[src/rtl/polar_prefix_pkg.sv]
package polar_prefix_pkg;

  // Stage index of the node that produces carry out of bit idx.
  // Stage 0 is pre-processing (active low).
  function automatic int unsigned car_stage(int unsigned idx, int unsigned width);
    int unsigned blk;
    int unsigned pos;
    if (idx == 0) return 0;
    if (idx == 1) return 1;
    if (idx < 4)  return 2;
    blk = idx / 4;
    pos = idx % 4;
    if (pos == 2 && blk != width / 4 - 1) return blk + 3;
    return blk + 2;
  endfunction

  function automatic bit stage_is_low(int unsigned stg);
    return (stg % 2) == 0;
  endfunction

  function automatic bit car_is_low(int unsigned idx, int unsigned width);
    return stage_is_low(car_stage(idx, width));
  endfunction

endpackage

[src/rtl/polar_prefix_cells.sv]
// Polarity flip on a same-parity edge.
module pol_flip (
  input  logic d_i,
  output logic q_o
);
  assign q_o = ~d_i;
endmodule

// Odd stage combine: active-low in, active-high out.
module odd_dot_cell (
  input  logic hi_p_ni,
  input  logic hi_g_ni,
  input  logic lo_p_ni,
  input  logic lo_g_ni,
  output logic p_o,
  output logic g_o
);
  assign p_o = ~(hi_p_ni | lo_p_ni);
  assign g_o = ~(hi_g_ni & (hi_p_ni | lo_g_ni));
endmodule

// Even stage combine: active-high in, active-low out.
module even_dot_cell (
  input  logic hi_p_i,
  input  logic hi_g_i,
  input  logic lo_p_i,
  input  logic lo_g_i,
  output logic p_no,
  output logic g_no
);
  assign p_no = ~(hi_p_i & lo_p_i);
  assign g_no = ~(hi_g_i | (hi_p_i & lo_g_i));
endmodule

// Odd stage carry-only: active-low in, true carry out.
module odd_semi_cell (
  input  logic hi_p_ni,
  input  logic hi_g_ni,
  input  logic lo_c_ni,
  output logic c_o
);
  assign c_o = ~(hi_g_ni & (hi_p_ni | lo_c_ni));
endmodule

// Even stage carry-only: active-high in, complemented carry out.
module even_semi_cell (
  input  logic hi_p_i,
  input  logic hi_g_i,
  input  logic lo_c_i,
  output logic c_no
);
  assign c_no = ~(hi_g_i | (hi_p_i & lo_c_i));
endmodule

[src/rtl/polar_prefix_nodes.sv]
// Full combine node placed at STAGE; inputs arrive in the polarity of their
// source stages, flips are inserted on same-parity edges.
module dot_node #(
  parameter int unsigned STAGE    = 1,
  parameter int unsigned HI_STAGE = 0,
  parameter int unsigned LO_STAGE = 0
) (
  input  logic hi_p_i,
  input  logic hi_g_i,
  input  logic lo_p_i,
  input  logic lo_g_i,
  output logic p_o,
  output logic g_o
);
  localparam bit FLIP_HI = (HI_STAGE % 2) == (STAGE % 2);
  localparam bit FLIP_LO = (LO_STAGE % 2) == (STAGE % 2);

  logic hp, hg, lp, lg;

  if (FLIP_HI) begin : g_flip_hi
    pol_flip u_fp (.d_i(hi_p_i), .q_o(hp));
    pol_flip u_fg (.d_i(hi_g_i), .q_o(hg));
  end else begin : g_pass_hi
    assign hp = hi_p_i;
    assign hg = hi_g_i;
  end

  if (FLIP_LO) begin : g_flip_lo
    pol_flip u_fp (.d_i(lo_p_i), .q_o(lp));
    pol_flip u_fg (.d_i(lo_g_i), .q_o(lg));
  end else begin : g_pass_lo
    assign lp = lo_p_i;
    assign lg = lo_g_i;
  end

  if (STAGE % 2 == 1) begin : g_odd
    odd_dot_cell u_cell (
      .hi_p_ni(hp), .hi_g_ni(hg), .lo_p_ni(lp), .lo_g_ni(lg),
      .p_o(p_o), .g_o(g_o)
    );
  end else begin : g_even
    even_dot_cell u_cell (
      .hi_p_i(hp), .hi_g_i(hg), .lo_p_i(lp), .lo_g_i(lg),
      .p_no(p_o), .g_no(g_o)
    );
  end
endmodule

// Carry-only node closing one column.
module semi_node #(
  parameter int unsigned STAGE    = 1,
  parameter int unsigned HI_STAGE = 0,
  parameter int unsigned LO_STAGE = 0
) (
  input  logic hi_p_i,
  input  logic hi_g_i,
  input  logic lo_c_i,
  output logic c_o
);
  localparam bit FLIP_HI = (HI_STAGE % 2) == (STAGE % 2);
  localparam bit FLIP_LO = (LO_STAGE % 2) == (STAGE % 2);

  logic hp, hg, lc;

  if (FLIP_HI) begin : g_flip_hi
    pol_flip u_fp (.d_i(hi_p_i), .q_o(hp));
    pol_flip u_fg (.d_i(hi_g_i), .q_o(hg));
  end else begin : g_pass_hi
    assign hp = hi_p_i;
    assign hg = hi_g_i;
  end

  if (FLIP_LO) begin : g_flip_lo
    pol_flip u_fc (.d_i(lo_c_i), .q_o(lc));
  end else begin : g_pass_lo
    assign lc = lo_c_i;
  end

  if (STAGE % 2 == 1) begin : g_odd
    odd_semi_cell u_cell (.hi_p_ni(hp), .hi_g_ni(hg), .lo_c_ni(lc), .c_o(c_o));
  end else begin : g_even
    even_semi_cell u_cell (.hi_p_i(hp), .hi_g_i(hg), .lo_c_i(lc), .c_no(c_o));
  end
endmodule

[src/rtl/polar_prefix_pre.sv]
module polar_prefix_pre #(
  parameter int unsigned WIDTH = 32
) (
  input  logic [WIDTH-1:0] a_i,
  input  logic [WIDTH-1:0] b_i,
  output logic [WIDTH-1:0] gn_o,
  output logic [WIDTH-1:0] pn_o
);
  assign gn_o = ~(a_i & b_i);
  assign pn_o = ~(a_i ^ b_i);

  always_comb begin

    gp_excl_chk: assert (((~gn_o) & (~pn_o)) == '0)
      else $error("generate and propagate both active");
  end
endmodule

[src/rtl/polar_prefix_tree.sv]
module polar_prefix_tree
  import polar_prefix_pkg::*;
#(
  parameter int unsigned WIDTH = 32
) (
  input  logic [WIDTH-1:0] gn_i,
  input  logic [WIDTH-1:1] pn_i,
  output logic [WIDTH-1:0] car_o
);
  localparam int unsigned HALF = WIDTH / 2;
  localparam int unsigned QUAR = WIDTH / 4;

  // stage 1 pair groups, active high; stage 2 blocks, active low
  logic [HALF-1:1] pr_p, pr_g;
  logic [QUAR-1:1] qd_p_n, qd_g_n;
  logic            tri_p_n, tri_g_n;

  for (genvar k = 1; k < HALF; k++) begin : g_pair
    dot_node #(.STAGE(1), .HI_STAGE(0), .LO_STAGE(0)) u_dot (
      .hi_p_i(pn_i[2*k+1]), .hi_g_i(gn_i[2*k+1]),
      .lo_p_i(pn_i[2*k]),   .lo_g_i(gn_i[2*k]),
      .p_o(pr_p[k]), .g_o(pr_g[k])
    );
  end

  for (genvar m = 1; m < QUAR; m++) begin : g_quad
    dot_node #(.STAGE(2), .HI_STAGE(1), .LO_STAGE(1)) u_dot (
      .hi_p_i(pr_p[2*m+1]), .hi_g_i(pr_g[2*m+1]),
      .lo_p_i(pr_p[2*m]),   .lo_g_i(pr_g[2*m]),
      .p_o(qd_p_n[m]), .g_o(qd_g_n[m])
    );
  end

  // 3-bit group for bit WIDTH-2, keeps that column at full depth
  dot_node #(.STAGE(2), .HI_STAGE(0), .LO_STAGE(1)) u_tri (
    .hi_p_i(pn_i[WIDTH-2]), .hi_g_i(gn_i[WIDTH-2]),
    .lo_p_i(pr_p[HALF-2]),  .lo_g_i(pr_g[HALF-2]),
    .p_o(tri_p_n), .g_o(tri_g_n)
  );

  assign car_o[0] = gn_i[0];

  semi_node #(.STAGE(1), .HI_STAGE(0), .LO_STAGE(0)) u_c1 (
    .hi_p_i(pn_i[1]), .hi_g_i(gn_i[1]), .lo_c_i(car_o[0]), .c_o(car_o[1])
  );
  semi_node #(.STAGE(2), .HI_STAGE(0), .LO_STAGE(1)) u_c2 (
    .hi_p_i(pn_i[2]), .hi_g_i(gn_i[2]), .lo_c_i(car_o[1]), .c_o(car_o[2])
  );
  semi_node #(.STAGE(2), .HI_STAGE(1), .LO_STAGE(1)) u_c3 (
    .hi_p_i(pr_p[1]), .hi_g_i(pr_g[1]), .lo_c_i(car_o[1]), .c_o(car_o[3])
  );

  // diagonal: each block hangs off the carry out of the block below
  for (genvar m = 1; m < QUAR; m++) begin : g_blk
    localparam int unsigned B = 4 * m;
    localparam int unsigned S = m + 2;

    semi_node #(.STAGE(S), .HI_STAGE(0), .LO_STAGE(S-1)) u_c0 (
      .hi_p_i(pn_i[B]), .hi_g_i(gn_i[B]), .lo_c_i(car_o[B-1]), .c_o(car_o[B])
    );
    semi_node #(.STAGE(S), .HI_STAGE(1), .LO_STAGE(S-1)) u_c1 (
      .hi_p_i(pr_p[2*m]), .hi_g_i(pr_g[2*m]), .lo_c_i(car_o[B-1]), .c_o(car_o[B+1])
    );
    if (m == QUAR - 1) begin : g_top
      semi_node #(.STAGE(S), .HI_STAGE(2), .LO_STAGE(S-1)) u_c2 (
        .hi_p_i(tri_p_n), .hi_g_i(tri_g_n), .lo_c_i(car_o[B-1]), .c_o(car_o[B+2])
      );
    end else begin : g_mid
      semi_node #(.STAGE(S+1), .HI_STAGE(0), .LO_STAGE(S)) u_c2 (
        .hi_p_i(pn_i[B+2]), .hi_g_i(gn_i[B+2]), .lo_c_i(car_o[B+1]), .c_o(car_o[B+2])
      );
    end
    semi_node #(.STAGE(S), .HI_STAGE(2), .LO_STAGE(S-1)) u_c3 (
      .hi_p_i(qd_p_n[m]), .hi_g_i(qd_g_n[m]), .lo_c_i(car_o[B-1]), .c_o(car_o[B+3])
    );
  end

  always_comb begin
    for (int m = 1; m < int'(QUAR); m++) begin

      quad_prop_chk: assert ((~qd_p_n[m]) ==
        (~pn_i[4*m] & ~pn_i[4*m+1] & ~pn_i[4*m+2] & ~pn_i[4*m+3]))
        else $error("block propagate mismatch at block %0d", m);
    end
  end
endmodule

[src/rtl/polar_prefix_post.sv]
module polar_prefix_post
  import polar_prefix_pkg::*;
#(
  parameter int unsigned WIDTH = 32
) (
  input  logic [WIDTH-1:0] pn_i,
  input  logic [WIDTH-1:0] car_i,
  output logic [WIDTH-1:0] sum_o,
  output logic             carry_o
);
  assign sum_o[0] = ~pn_i[0];

  for (genvar i = 1; i < WIDTH; i++) begin : g_sum
    if (car_is_low(i - 1, WIDTH)) begin : g_cn
      assign sum_o[i] = pn_i[i] ^ car_i[i-1];
    end else begin : g_ct
      assign sum_o[i] = ~(pn_i[i] ^ car_i[i-1]);
    end
  end

  if (car_is_low(WIDTH - 1, WIDTH)) begin : g_co_n
    assign carry_o = ~car_i[WIDTH-1];
  end else begin : g_co_t
    assign carry_o = car_i[WIDTH-1];
  end
endmodule

[src/rtl/polar_prefix_adder.sv]
module polar_prefix_adder
  import polar_prefix_pkg::*;
#(
  parameter int unsigned WIDTH = 32
) (
  input  logic [WIDTH-1:0] a_i,
  input  logic [WIDTH-1:0] b_i,
  output logic [WIDTH-1:0] sum_o,
  output logic             carry_o
);
  logic [WIDTH-1:0] gn, pn, car_raw, car_true;

  polar_prefix_pre #(.WIDTH(WIDTH)) u_pre (
    .a_i(a_i), .b_i(b_i), .gn_o(gn), .pn_o(pn)
  );

  polar_prefix_tree #(.WIDTH(WIDTH)) u_tree (
    .gn_i(gn), .pn_i(pn[WIDTH-1:1]), .car_o(car_raw)
  );

  polar_prefix_post #(.WIDTH(WIDTH)) u_post (
    .pn_i(pn), .car_i(car_raw), .sum_o(sum_o), .carry_o(carry_o)
  );

  // true-form carries, used only by the checks below
  for (genvar i = 0; i < WIDTH; i++) begin : g_col
    logic [i+1:0] col_sum;
    assign car_true[i] = car_is_low(i, WIDTH) ? ~car_raw[i] : car_raw[i];
    always_comb begin
      col_sum = {1'b0, a_i[i:0]} + {1'b0, b_i[i:0]};

      car_col_chk: assert (car_true[i] == col_sum[i+1])
        else $error("carry column %0d wrong", i);
    end
  end

  always_comb begin

    sum_ref_chk: assert ({carry_o, sum_o} == ({1'b0, a_i} + {1'b0, b_i}))
      else $error("sum mismatch");

    bit0_chk: assert (sum_o[0] == (a_i[0] ^ b_i[0]))
      else $error("bit 0 sees a carry-in");

    cout_chk: assert (carry_o == car_true[WIDTH-1])
      else $error("carry_o not top column carry");
  end
endmodule

[config.mk]
export PLATFORM = sky130hd
export DESIGN_NAME = polar_prefix_adder
export DESIGN_NICKNAME = d
export VERILOG_FILES = /design/src/rtl/polar_prefix_pkg.sv /design/src/rtl/polar_prefix_cells.sv /design/src/rtl/polar_prefix_nodes.sv /design/src/rtl/polar_prefix_pre.sv /design/src/rtl/polar_prefix_tree.sv /design/src/rtl/polar_prefix_post.sv /design/src/rtl/polar_prefix_adder.sv
export SDC_FILE = /design/constraint.sdc
export NUM_CORES = 1
export LEC_CHECK = 0
export CORE_MARGIN = 2
export CORE_UTILIZATION = 35
export DETAILED_ROUTE_END_ITERATION = 12
export DONT_BUFFER_PORTS = 1
export PLACE_DENSITY = 0.49
export SYNTH_ARGS = -nofsm -noshare
export SYNTH_HDL_FRONTEND = slang
export SYNTH_SLANG_ARGS = --single-unit
[constraint.sdc]
create_clock -name vclk -period 4.1
set_input_delay 0.205 -clock vclk [all_inputs]
set_output_delay 0.205 -clock vclk [all_outputs]
set_load 0.05 [all_outputs]
Word level (Yosys, flattened, before mapping) --
Index checks and enable logic that the tools add are counted.
Storage, ports and cells: register bits after elaboration 0, bits of input ports 64, logic and storage cells 270
Cells by class: bitwise operators 270
Operators by type and width (number):
- $not A1 Y1 | 104
- $or A1 B1 Y1 | 69
- $not A32 Y32 | 2
- $and A1 B1 Y1 | 62
- $and A32 B32 Y32 | 1
- $xor A32 B32 Y32 | 1
- $xor A1 B1 Y1 | 31

Depth between registers and ports, before layout --
Gate-level depths: netlist of the first run.
depth in word-level cells 31, mapped depth 11, mapped depth without buffers 11

Modules after synthesis --
From an unflattened synthesis of the first run, not the netlist that was laid out.
Second synthesis, totals: cell total of the unflattened synthesis 237, area total of the unflattened synthesis 1482.7 µm²
By module, submodules not included:
- polar_prefix_pre | times used 1, cells an instance 96, area an instance 640.6 µm², sequential area each 0.0 µm²
- polar_prefix_post | times used 1, cells an instance 33, area an instance 282.8 µm², sequential area each 0.0 µm²
- odd_dot_cell | times used 15, cells an instance 2, area an instance 8.8 µm², sequential area each 0.0 µm²
- even_semi_cell | times used 14, cells an instance 1, area an instance 8.8 µm², sequential area each 0.0 µm²
- pol_flip | times used 30, cells an instance 1, area an instance 3.8 µm², sequential area each 0.0 µm²
- even_dot_cell | times used 8, cells an instance 2, area an instance 12.5 µm², sequential area each 0.0 µm²
- odd_semi_cell | times used 17, cells an instance 1, area an instance 5.0 µm², sequential area each 0.0 µm²
- polar_prefix_tree | times used 1, cells an instance 1, area an instance 7.5 µm², sequential area each 0.0 µm²

Worst setup path after synthesis of the first run --
Ideal clock, no wire load.
path kind input-to-output, start point input a_i[0], end point output sum_o[27], arrival time 3.223 ns, required time 3.895 ns, slack 0.672 ns, cell stages on the path 11, buffers on the path 0, cells stage by stage ha_1 -> fa_1 -> a211oi_2 -> o211ai_1 -> a32oi_1 -> o21ai_2 -> a221oi_1 -> o21bai_1 -> a21o_1 -> fa_1 -> xor2_1
On the way: longest elaborated chain between the ends 31
Ends and longest elaborated chain:
- start: declaration | RTL line polar_prefix_adder.sv:6 | input logic [WIDTH-1:0] a_i,
- $and A32 B32 Y32 | RTL line polar_prefix_pre.sv:9 | assign gn_o = ~(a_i & b_i);
- $not A32 Y32 | RTL line polar_prefix_pre.sv:9
- $or A1 B1 Y1 | RTL line polar_prefix_cells.sv:42 | assign c_o = ~(hi_g_ni & (hi_p_ni | lo_c_ni));
- $and A1 B1 Y1 | RTL line polar_prefix_cells.sv:42
- $not A1 Y1 | RTL line polar_prefix_cells.sv:42
- $and A1 B1 Y1 | RTL line polar_prefix_cells.sv:52 | assign c_no = ~(hi_g_i | (hi_p_i & lo_c_i));
- $or A1 B1 Y1 | RTL line polar_prefix_cells.sv:52
- $not A1 Y1 | RTL line polar_prefix_cells.sv:52
- (+15 left out)
- $and A1 B1 Y1 | RTL line polar_prefix_cells.sv:52
- $or A1 B1 Y1 | RTL line polar_prefix_cells.sv:52
- $not A1 Y1 | RTL line polar_prefix_cells.sv:52
- $or A1 B1 Y1 | RTL line polar_prefix_cells.sv:42
- $and A1 B1 Y1 | RTL line polar_prefix_cells.sv:42
- $not A1 Y1 | RTL line polar_prefix_cells.sv:42
- $xor A1 B1 Y1 | RTL line polar_prefix_post.sv:17 | assign sum_o[i] = ~(pn_i[i] ^ car_i[i-1]);
- $not A1 Y1 | RTL line polar_prefix_post.sv:17
- end: declaration | RTL line polar_prefix_adder.sv:8 | output logic [WIDTH-1:0] sum_o,
Every way passes these cells.

Final worst setup path of the first run --
start point input a_i[0], end point output sum_o[26]
On the way: longest elaborated chain between the ends 27
Ends and longest elaborated chain:
- $and A32 B32 Y32 | RTL line polar_prefix_pre.sv:9
- $not A32 Y32 | RTL line polar_prefix_pre.sv:9
- $or A1 B1 Y1 | RTL line polar_prefix_cells.sv:42
- $and A1 B1 Y1 | RTL line polar_prefix_cells.sv:42
- $not A1 Y1 | RTL line polar_prefix_cells.sv:42
- $and A1 B1 Y1 | RTL line polar_prefix_cells.sv:52
- $or A1 B1 Y1 | RTL line polar_prefix_cells.sv:52
- $not A1 Y1 | RTL line polar_prefix_cells.sv:52
- (+11 left out)
- $not A1 Y1 | RTL line polar_prefix_cells.sv:52
- $or A1 B1 Y1 | RTL line polar_prefix_cells.sv:42
- $and A1 B1 Y1 | RTL line polar_prefix_cells.sv:42
- $not A1 Y1 | RTL line polar_prefix_cells.sv:42
- $and A1 B1 Y1 | RTL line polar_prefix_cells.sv:52
- $or A1 B1 Y1 | RTL line polar_prefix_cells.sv:52
- $not A1 Y1 | RTL line polar_prefix_cells.sv:52
- $xor A1 B1 Y1 | RTL line polar_prefix_post.sv:15 | assign sum_o[i] = pn_i[i] ^ car_i[i-1];
Every way passes these cells.

==> results.py, run 1 <==
metrics = {
    "setup_path": {
        "cp-endpoint": "sum_o[26]",
        "cpPeakStageDelay_ns": 0.80,
        "path_buf_inv": 0,
        "worstPathMaxFanout": 3,
        "arrival_ns": 3.09,
        "required_ns": 3.89,
        "crit_family": "compound AO/OA/AOI/OAI gates",
        "cp.depth": 10,
        "crit_path_end_kind": "primary output",
        "path_common_cell": "fa_1",
        "crit_type": "in2out",
        "slowest_stage": "fa_1",
        "cp-start-kind": "input port",
        "cp-startpoint": "a_i[0]",
        "path_cells": "ha_1 > fa_1 > a211oi_2 > o211ai_1 > a32oi_1 > o21ai_2 > a221oi_1 > o21bai_1 > a21o_1 > fa_1",
    },
    "place": {
        "dp_hpwl_um": 2914,
        "dpl_cell_area_mm2": 0.001597,
        "dp.cells": 227,
        "place.gp.congestion": 0.7652,
        "portBuffers": 0,
    },
    "route": {
        "drt-initial-drc-count": 18,
        "first_pass_iters": 4,
        "detail-route-antenna-nets": 0,
        "wl_per_cell_um": 13.67,
        "num_vias": 1229,
        "via_per_inst": 5.414,
        "post-route-drc-count": 0,
        "routed_wirelength_um": 3102,
    },
    "global_route": {
        "grt_max_degree": 7,
        "antenna_found_initial": 0,
        "grt_util_all_layers_pct": 12.98,
        "grt_overflow": 0,
        "grt_pass1_vias": 1238,
        "grt_pass1_wl_um": 4885,
    },
    "floorplanning": {
        "die-area_mm2": 0.004655,
        "pin_count": 97,
        "die_w_um": 68.23,
        "initial_core_util_pct": 36.36,
        "core_mm2": 0.003971,
        "die_y_um": 68.23,
        "rows": 23,
    },
    "run_status": {
        "status": "finished, final reports clean",
    },
    "clock_network": {
        "cts_setup_buffers": 0,
        "cts_resized": 0,
        "holdBufCountCts": 0,
    },
    "timing": {
        "period_share_pct": 80.35,
        "tns_ns": 0,
        "min_period_ns": 3.294,
        "slew_headroom_pct": 25.72,
        "hold_violations": 0,
        "setup_viol": 0,
        "fmax_ghz": 0.3035,
        "timing.hold.ws_ns": 0.7854,
        "tightest_slew_ns": 1.106,
        "grt_setup_unrepaired": "false",
        "drv_slew": 0,
    },
    "synthesis": {
        "synthTopCellsByArea": "ha_1 (27%), fa_1 (21%), inv_1 (7.8%), xnor2_1 (4.9%), xor2_1 (4.2%)",
        "synth_top_area_share_pct": 26.86,
        "syn_inst": 165,
        "synth_cell_types": 38,
        "yosysTopAreaCell": "ha_1",
        "synth.most_common_cell": "ha_1",
        "ys_seq_area_share_pct": 0,
        "synth_common_cells": "ha_1 (31), inv_1 (30), fa_1 (15)",
        "syn_area_per_cell_um2": 8.751,
        "ys_warn_count": 0,
        "synth_area_mm2": 0.001444,
        "syn-num-nets": 275,
    },
    "power_and_ir_drop": {
        "combPwrFrac_pct": 100.0,
        "swShare_pct": 72.80,
        "finalPower_w": 0.0004971,
        "p_seq_share_pct": 0,
        "power_switching_w": 0.0003619,
        "ir_worst_vdd_uv": 132.2,
        "p_int_w": 0.0001352,
        "powerDensity_mw_per_mm2": 311.4,
        "leakagePower_nw": 0.7995,
        "clkPwrFrac_pct": 0,
    },
    "cells_and_area": {
        "post_layout_nonfiller_instances": 227,
        "nClkBuffers": 0,
        "synthToLayoutAreaGrowth_pct": 10.57,
        "finalInstanceArea_mm2": 0.001597,
        "nFlopsAndLatches": 0,
        "antenna_cells": 0,
        "drive_above_1_share_pct": 15.25,
        "register_area_um2": 0,
        "fin_nets": 289,
    },
    "flow_run": {
        "drv_cap": 0,
    },
    "worst_hold_path": {
        "hold_class": "in2out",
        "min_path_cells": 1,
    },
}
-- area by class of cell --
type,instances,area [µm²]
well taps,50,62.56
repair buffers,12,90.09
multi-input cells,135,1331
inverters,30,112.6
fillers,418,2375
-- cells in the final DEF, fill, tap and decap left out, types with 2 or more instances in the layout --
master,netlist,layout
a211oi_1,2,2
a21o_1,5,5
a21oi_1,9,9
a21oi_2,2,2
and2_1,2,2
and4_2,2,2
buf_4,0,12
fa_1,15,15
ha_1,31,31
inv_1,30,30
nand2_1,9,9
nand2b_1,3,3
nand3_1,6,6
nand4_1,2,2
o211ai_1,2,2
o21ai_0,8,8
o21bai_1,2,2
xnor2_1,8,8
xor2_1,7,7
-- routing by layer --
metal | track usage [%] | share of wire [%] | vias up | routed length, µm
li1 | - | - | 609 | -
met4 | 0.5000 | 0.32 | 0 | 10
met1 | 14.69 | 40 | 565 | 1242
met5 | 0 | 0 | - | 0
met2 | 26.58 | 52 | 53 | 1605
met3 | 1.645 | 7.8 | 2 | 243
-- power by group through the flow --
| stage | Sequential [W] | Clock, W | Combinational, W |
|---|---|---|---|
| floorplan | 0 | 0 | 0.000424 |
| global placement | 0 | 0 | 0.000495 |
| detailed placement | 0 | 0 | 0.000500 |
| CTS | 0 | 0 | 0.000502 |
| global route | 0 | 0 | 0.000533 |
| finish | 0 | 0 | 0.000497 |
-- worst min-delay path by stage --
stage | from | end | slack (ns)
after floorplan | b_i[0] | sum_o[0] | 0.78
after CTS | b_i[0] | sum_o[0] | 0.79
after global routing | b_i[0] | sum_o[0] | 0.79
final | b_i[0] | sum_o[0] | 0.79
after global placement | b_i[0] | sum_o[0] | 0.79
after detailed placement | b_i[0] | sum_o[0] | 0.79
-- per-stage QoR --
step / setup WS (ns) / utilization (%)
after detailed placement: 0.8029 / 40.20
after global routing: 0.5617 / 40.20
after global placement: 0.8564 / 40.20
after CTS: 0.7796 / 40.20
after floorplan: 0.6717 / -
final: 0.8056 / 40.20
-- logic make-up (layout without fill, tap and decap cells) --
kind of cell / after synthesis / in the layout / share of synthesized area [%]
AND/OR/NAND/NOR: 31 / 31 / 12.48
buffers and inverters: 30 / 42 / 7.799
AO/OA/AOI/OAI: 43 / 43 / 22.96
XOR/XNOR: 15 / 15 / 9.099
adder cells (fa/ha/maj): 46 / 46 / 47.66
Power figures use the tool's default switching activity.
==> run 2, diff against run 1 <==
- ABC_AREA: not set -> 1
- PLACE_DENSITY: 0.49 -> 0.51
- clock period: 4.1 -> 2.9 ns (I/O delays scaled with it)
==> run 2 against run 1 <==
Effect of this change:
- hold slack worse by 0.17 ns
- first-iteration DRC count rose by 22%
- sequential share of layout area unchanged
- synthesized area down 8.1%
- largest power group unchanged
==> results.py, run 2 <==
metrics = {
    "run_status": {
        "status": "finished, final reports clean",
    },
    "timing": {
        "tightest_slew_ns": 0.5255,
        "drv_slew": 0,
        "setup_viol": 0,
        "period_share_pct": 88.85,
        "fmax_ghz": 0.3881,
        "grt_setup_unrepaired": "false",
        "hold_violations": 0,
        "tns_ns": 0,
        "layout_setup_ws_ns": 0.3234,
        "min_period_ns": 2.577,
        "slew_headroom_pct": 64.93,
    },
    "synthesis": {
        "synth_area_mm2": 0.001328,
        "synth_cell_types": 16,
        "synth_top_area_share_pct": 29.22,
        "synthTopCellsByArea": "ha_1 (29%), fa_1 (23%), inv_1 (13%), nand2_1 (10%), xnor2_1 (5.3%)",
        "synth.most_common_cell": "inv_1",
        "synth_common_cells": "inv_1 (45), nand2_1 (36), ha_1 (31)",
        "syn-num-nets": 292,
        "syn_area_per_cell_um2": 7.294,
        "ys_warn_count": 0,
        "ys_seq_area_share_pct": 0,
        "syn_inst": 182,
        "yosysTopAreaCell": "ha_1",
    },
    "place": {
        "place.gp.congestion": 0.8195,
        "portBuffers": 0,
        "dp_worst_setup_slack_ns": 0.2129,
        "dp.cells": 248,
        "dpl_cell_area_mm2": 0.001523,
        "dp_hpwl_um": 2753,
    },
    "floorplanning": {
        "pin_count": 97,
        "rows": 22,
        "core_mm2": 0.003661,
        "die_w_um": 65.59,
        "initial_core_util_pct": 36.26,
        "die-area_mm2": 0.004301,
        "die_y_um": 65.59,
    },
    "cells_and_area": {
        "fin_nets": 312,
        "nFillCells": 393,
        "synthToLayoutAreaGrowth_pct": 15.27,
        "drive_above_1_share_pct": 11.50,
        "nClkBuffers": 0,
        "post_layout_nonfiller_instances": 248,
        "finalInstanceArea_mm2": 0.001530,
        "nFlopsAndLatches": 0,
        "register_area_um2": 0,
        "antenna_cells": 0,
        "final_common_cell": "inv_1",
        "most-common-layout-cells": "inv_1 (44), nand2_1 (36), ha_1 (31)",
    },
    "power_and_ir_drop": {
        "finalPower_w": 0.0006890,
        "ir_worst_vdd_uv": 183.0,
        "leakagePower_nw": 0.8705,
        "powerDensity_mw_per_mm2": 450.3,
    },
    "worst_hold_path": {
        "hold_class": "in2out",
        "min_path_cells": 2,
    },
    "route": {
        "num_vias": 1162,
        "first_pass_iters": 4,
        "detail-route-antenna-nets": 0,
        "routed_wirelength_um": 2796,
        "via_per_inst": 4.685,
        "drt-initial-drc-count": 22,
        "post-route-drc-count": 0,
        "wl_per_cell_um": 11.27,
    },
    "global_route": {
        "grt_overflow": 0,
        "grt_util_all_layers_pct": 12.96,
        "grt_pass1_wl_um": 4698,
        "grt_pass1_vias": 1220,
        "antenna_found_initial": 0,
        "grt_max_degree": 5,
    },
    "setup_path": {
        "arrival_ns": 2.43,
        "crit_path_end_kind": "primary output",
        "crit_type": "in2out",
        "cp-start-kind": "input port",
        "worstPathMaxFanout": 2,
        "required_ns": 2.76,
    },
    "clock_network": {
        "cts_setup_buffers": 0,
        "holdBufCountCts": 0,
        "cts_resized": 0,
    },
    "flow_run": {
        "drv_cap": 0,
    },
}
==> run 2: cell count changes in the layout (fill, tap and decap cells not counted), sizes merged, moves of 2 or more <==
cell,before,now
nand4,2,0
o211ai,3,0
nor2,0,9
nand2b,3,0
and2,3,0
and4,2,0
and3,3,0
a21o,6,0
nand2,9,37
o21ai,10,7
inv,30,45
nor3,1,4
buf,12,18
a221oi,2,0
==> run 2: worst paths after layout <==
kind              startpoint   endpoint  slack [ns]
hold / removal       b_i[22]  sum_o[22]        0.61
setup / recovery      a_i[0]  sum_o[27]        0.32
==> run 2: area by class of cell <==
cell class / count / area, µm² / area share, %
repair buffers: 18 / 135.1 / 8.831
multi-input cells: 137 / 1166 / 76.21
inverters: 45 / 168.9 / 11.04
well taps: 48 / 60.06 / 3.925
==> run 2: kinds of logic after synthesis <==
kind of cell             after synthesis  share of synthesized area (%)
AND/OR/NAND/NOR                       55                          16.97
adder cells (fa/ha/maj)               46                          51.84
buffers and inverters                 45                          12.72
AO/OA/AOI/OAI                         22                          9.236
XOR/XNOR                              14                          9.237
==> run 2: power breakdown <==
part           internal [W]  total (W)  switching [W]
Clock                     0          0              0
Combinational      0.000185   0.000689       0.000504
Sequential                0          0              0
Total              0.000185   0.000689       0.000504
==> run 2: layer usage <==
metal,wire length [µm],GRT usage (%)
met5,0,0
met3,224,1.027
met4,15,0.5208
met2,1555,27.55
met1,1000,14.27
==> run 2: stage by stage <==
stage               util (%)  hold WS [ns]
floorplan                  -        0.6627
global placement       41.59        0.6188
detailed placement     41.59        0.6180
CTS                    41.59        0.6180
global route           41.80        0.6389
finish                 41.80        0.6150
==> run 2: critical path, stage by stage <==
cell	delay, ns
ha_1	0.19
fa_1	0.40
nand3_2	0.09
nand3_2	0.06
nand2_1	0.06
nand2_1	0.07
nand2_1	0.06
nand2_1	0.06
nand2_1	0.07
nand2_1	0.07
nand2_1	0.06
nand2_1	0.06
nand2_1	0.06
nand2_1	0.08
inv_2	0.07
o21ai_0	0.10
fa_2	0.36
xor2_1	0.16
buf_4	0.22
==> run 3, diff against run 2 <==
- PLACE_DENSITY: 0.51 -> not set
- PLACE_DENSITY_LB_ADDON: not set -> 0.15
==> run 3 against run 2 <==
Effect of this change:
- sequential cell count stayed put
- combinational power about the same
- maximum frequency fell by 0.38%
- count of clock-buffer cells in the layout stayed put
- routed wire length up 0.25%
- setup slack worse by 0.0098 ns
- non-clock buffer count did not move
- largest cell class unchanged
- largest power group unchanged
- highest routed layer is now met3
==> results.py, run 3 (synthesis results as in run 2) <==
metrics = {
    "cells_and_area": {
        "nFlopsAndLatches": 0,
        "drive_above_1_share_pct": 10.50,
        "register_area_um2": 0,
        "final_common_cell": "inv_1",
        "synthToLayoutAreaGrowth_pct": 14.89,
        "utilization_pct": 41.66,
        "fin_nets": 312,
        "antenna_cells": 0,
        "nClkBuffers": 0,
        "most-common-layout-cells": "inv_1 (45), nand2_1 (36), ha_1 (31)",
    },
    "place": {
        "portBuffers": 0,
        "dp_hpwl_um": 2765,
        "place.gp.congestion": 0.7114,
    },
    "timing": {
        "setup_viol": 0,
        "tightest_slew_ns": 0.5176,
        "slew_headroom_pct": 65.45,
        "drv_slew": 0,
        "hold_violations": 0,
        "fmax_ghz": 0.3866,
        "min_period_ns": 2.586,
        "period_share_pct": 89.19,
        "tns_ns": 0,
        "grt_setup_unrepaired": "false",
    },
    "setup_path": {
        "path_cells": "ha_1 > fa_1 > nand3_1 > nand3_2 > nand2_1 > nand2_1 > nand2_1 > nand2_1 > nand2_1 > nand2_1 > nand2_1 > nand2_1 > nand2_1 > nand2_1 > inv_1 > o21ai_0 > fa_2 > buf_4",
        "crit_path_end_kind": "primary output",
        "crit_family": "adder cells",
        "required_ns": 2.76,
        "arrival_ns": 2.44,
        "cpPeakStageDelay_ns": 0.54,
        "cp-start-kind": "input port",
        "path_common_cell": "nand2_1",
        "worstPathMaxFanout": 2,
        "crit_type": "in2out",
        "path_buf_inv": 2,
        "slowest_stage": "fa_2",
    },
    "floorplanning": {
        "core_mm2": 0.003661,
        "die_w_um": 65.59,
        "rows": 22,
        "pin_count": 97,
        "die_y_um": 65.59,
        "initial_core_util_pct": 36.26,
        "die-area_mm2": 0.004301,
    },
    "global_route": {
        "grt_util_all_layers_pct": 12.55,
        "grt_pass1_wl_um": 4540,
        "grt_overflow": 0,
        "grt_pass1_vias": 1196,
        "grt_max_degree": 5,
        "antenna_found_initial": 0,
    },
    "power_and_ir_drop": {
        "leakagePower_nw": 0.8706,
        "ir_worst_vdd_uv": 184.3,
        "powerDensity_mw_per_mm2": 449.8,
    },
    "route": {
        "wl_per_cell_um": 11.30,
        "drt-initial-drc-count": 28,
        "num_vias": 1181,
        "post-route-drc-count": 0,
        "first_pass_iters": 3,
        "detail-route-antenna-nets": 0,
        "routed_wirelength_um": 2803,
        "via_per_inst": 4.762,
    },
    "run_status": {
        "status": "finished, final reports clean",
    },
    "clock_network": {
        "cts_setup_buffers": 0,
        "holdBufCountCts": 0,
    },
    "flow_run": {
        "drv_cap": 0,
    },
    "worst_hold_path": {
        "hold_class": "in2out",
    },
}
## run 3: cell counts in the layout (fill, tap and decap cells not counted)
Identical to the previous run, type by type.
## run 3: per-layer routing
layer  part of all wire [%]  wire length, µm  up-vias  track usage [%]
met5                      0                0        -                0
met4                      0                0        0                0
met3                    7.9              221        0            1.541
met2                     57             1591       46            26.79
met1                     35              990      531            13.58
li1                       -                -      604                -
## run 3: what timing repair did
action / 4_1_cts / 5_1_grt
endpoints found under the setup margin: 0 / 1
resized for setup: 0 / 1
endpoints found under the hold margin: 0 / 0
## run 3: cell type report
class,instances,area (µm²)
Multi-Input combinational cell,137,1161
Timing Repair Buffer,18,135.1
Fill cell,389,2136
Inverter,45,168.9
Tap cell,48,60.06
## run 3: where the power goes
part	internal (W)	leakage, nW	total, W	switching [W]
clock	0	0	0	0
combinational	0.000184	0.871	0.000686	0.000502
sequential	0	0	0	0
## run 3: path summary, 6_finish.rpt
kind | to | cells past startpoint | from
hold / removal | sum_o[22] | 2 | b_i[22]
setup / recovery | sum_o[26] | 18 | a_i[0]
## run 3: through the flow
step           area (µm²)  hold slack, ns  instances  setup slack [ns]  total power (W)
2_1_floorplan        1328          0.6627        182           0.04652        0.0005695
3_3_place_gp         1523          0.6140        248            0.3019        0.0006829
3_5_place_dp         1523          0.6235        248            0.2445        0.0006917
4_1_cts              1523          0.6235        248            0.2419        0.0006935
5_1_grt              1525          0.6388        248           0.02291        0.0007379
6_report             1525          0.6217        248            0.3136        0.0006860
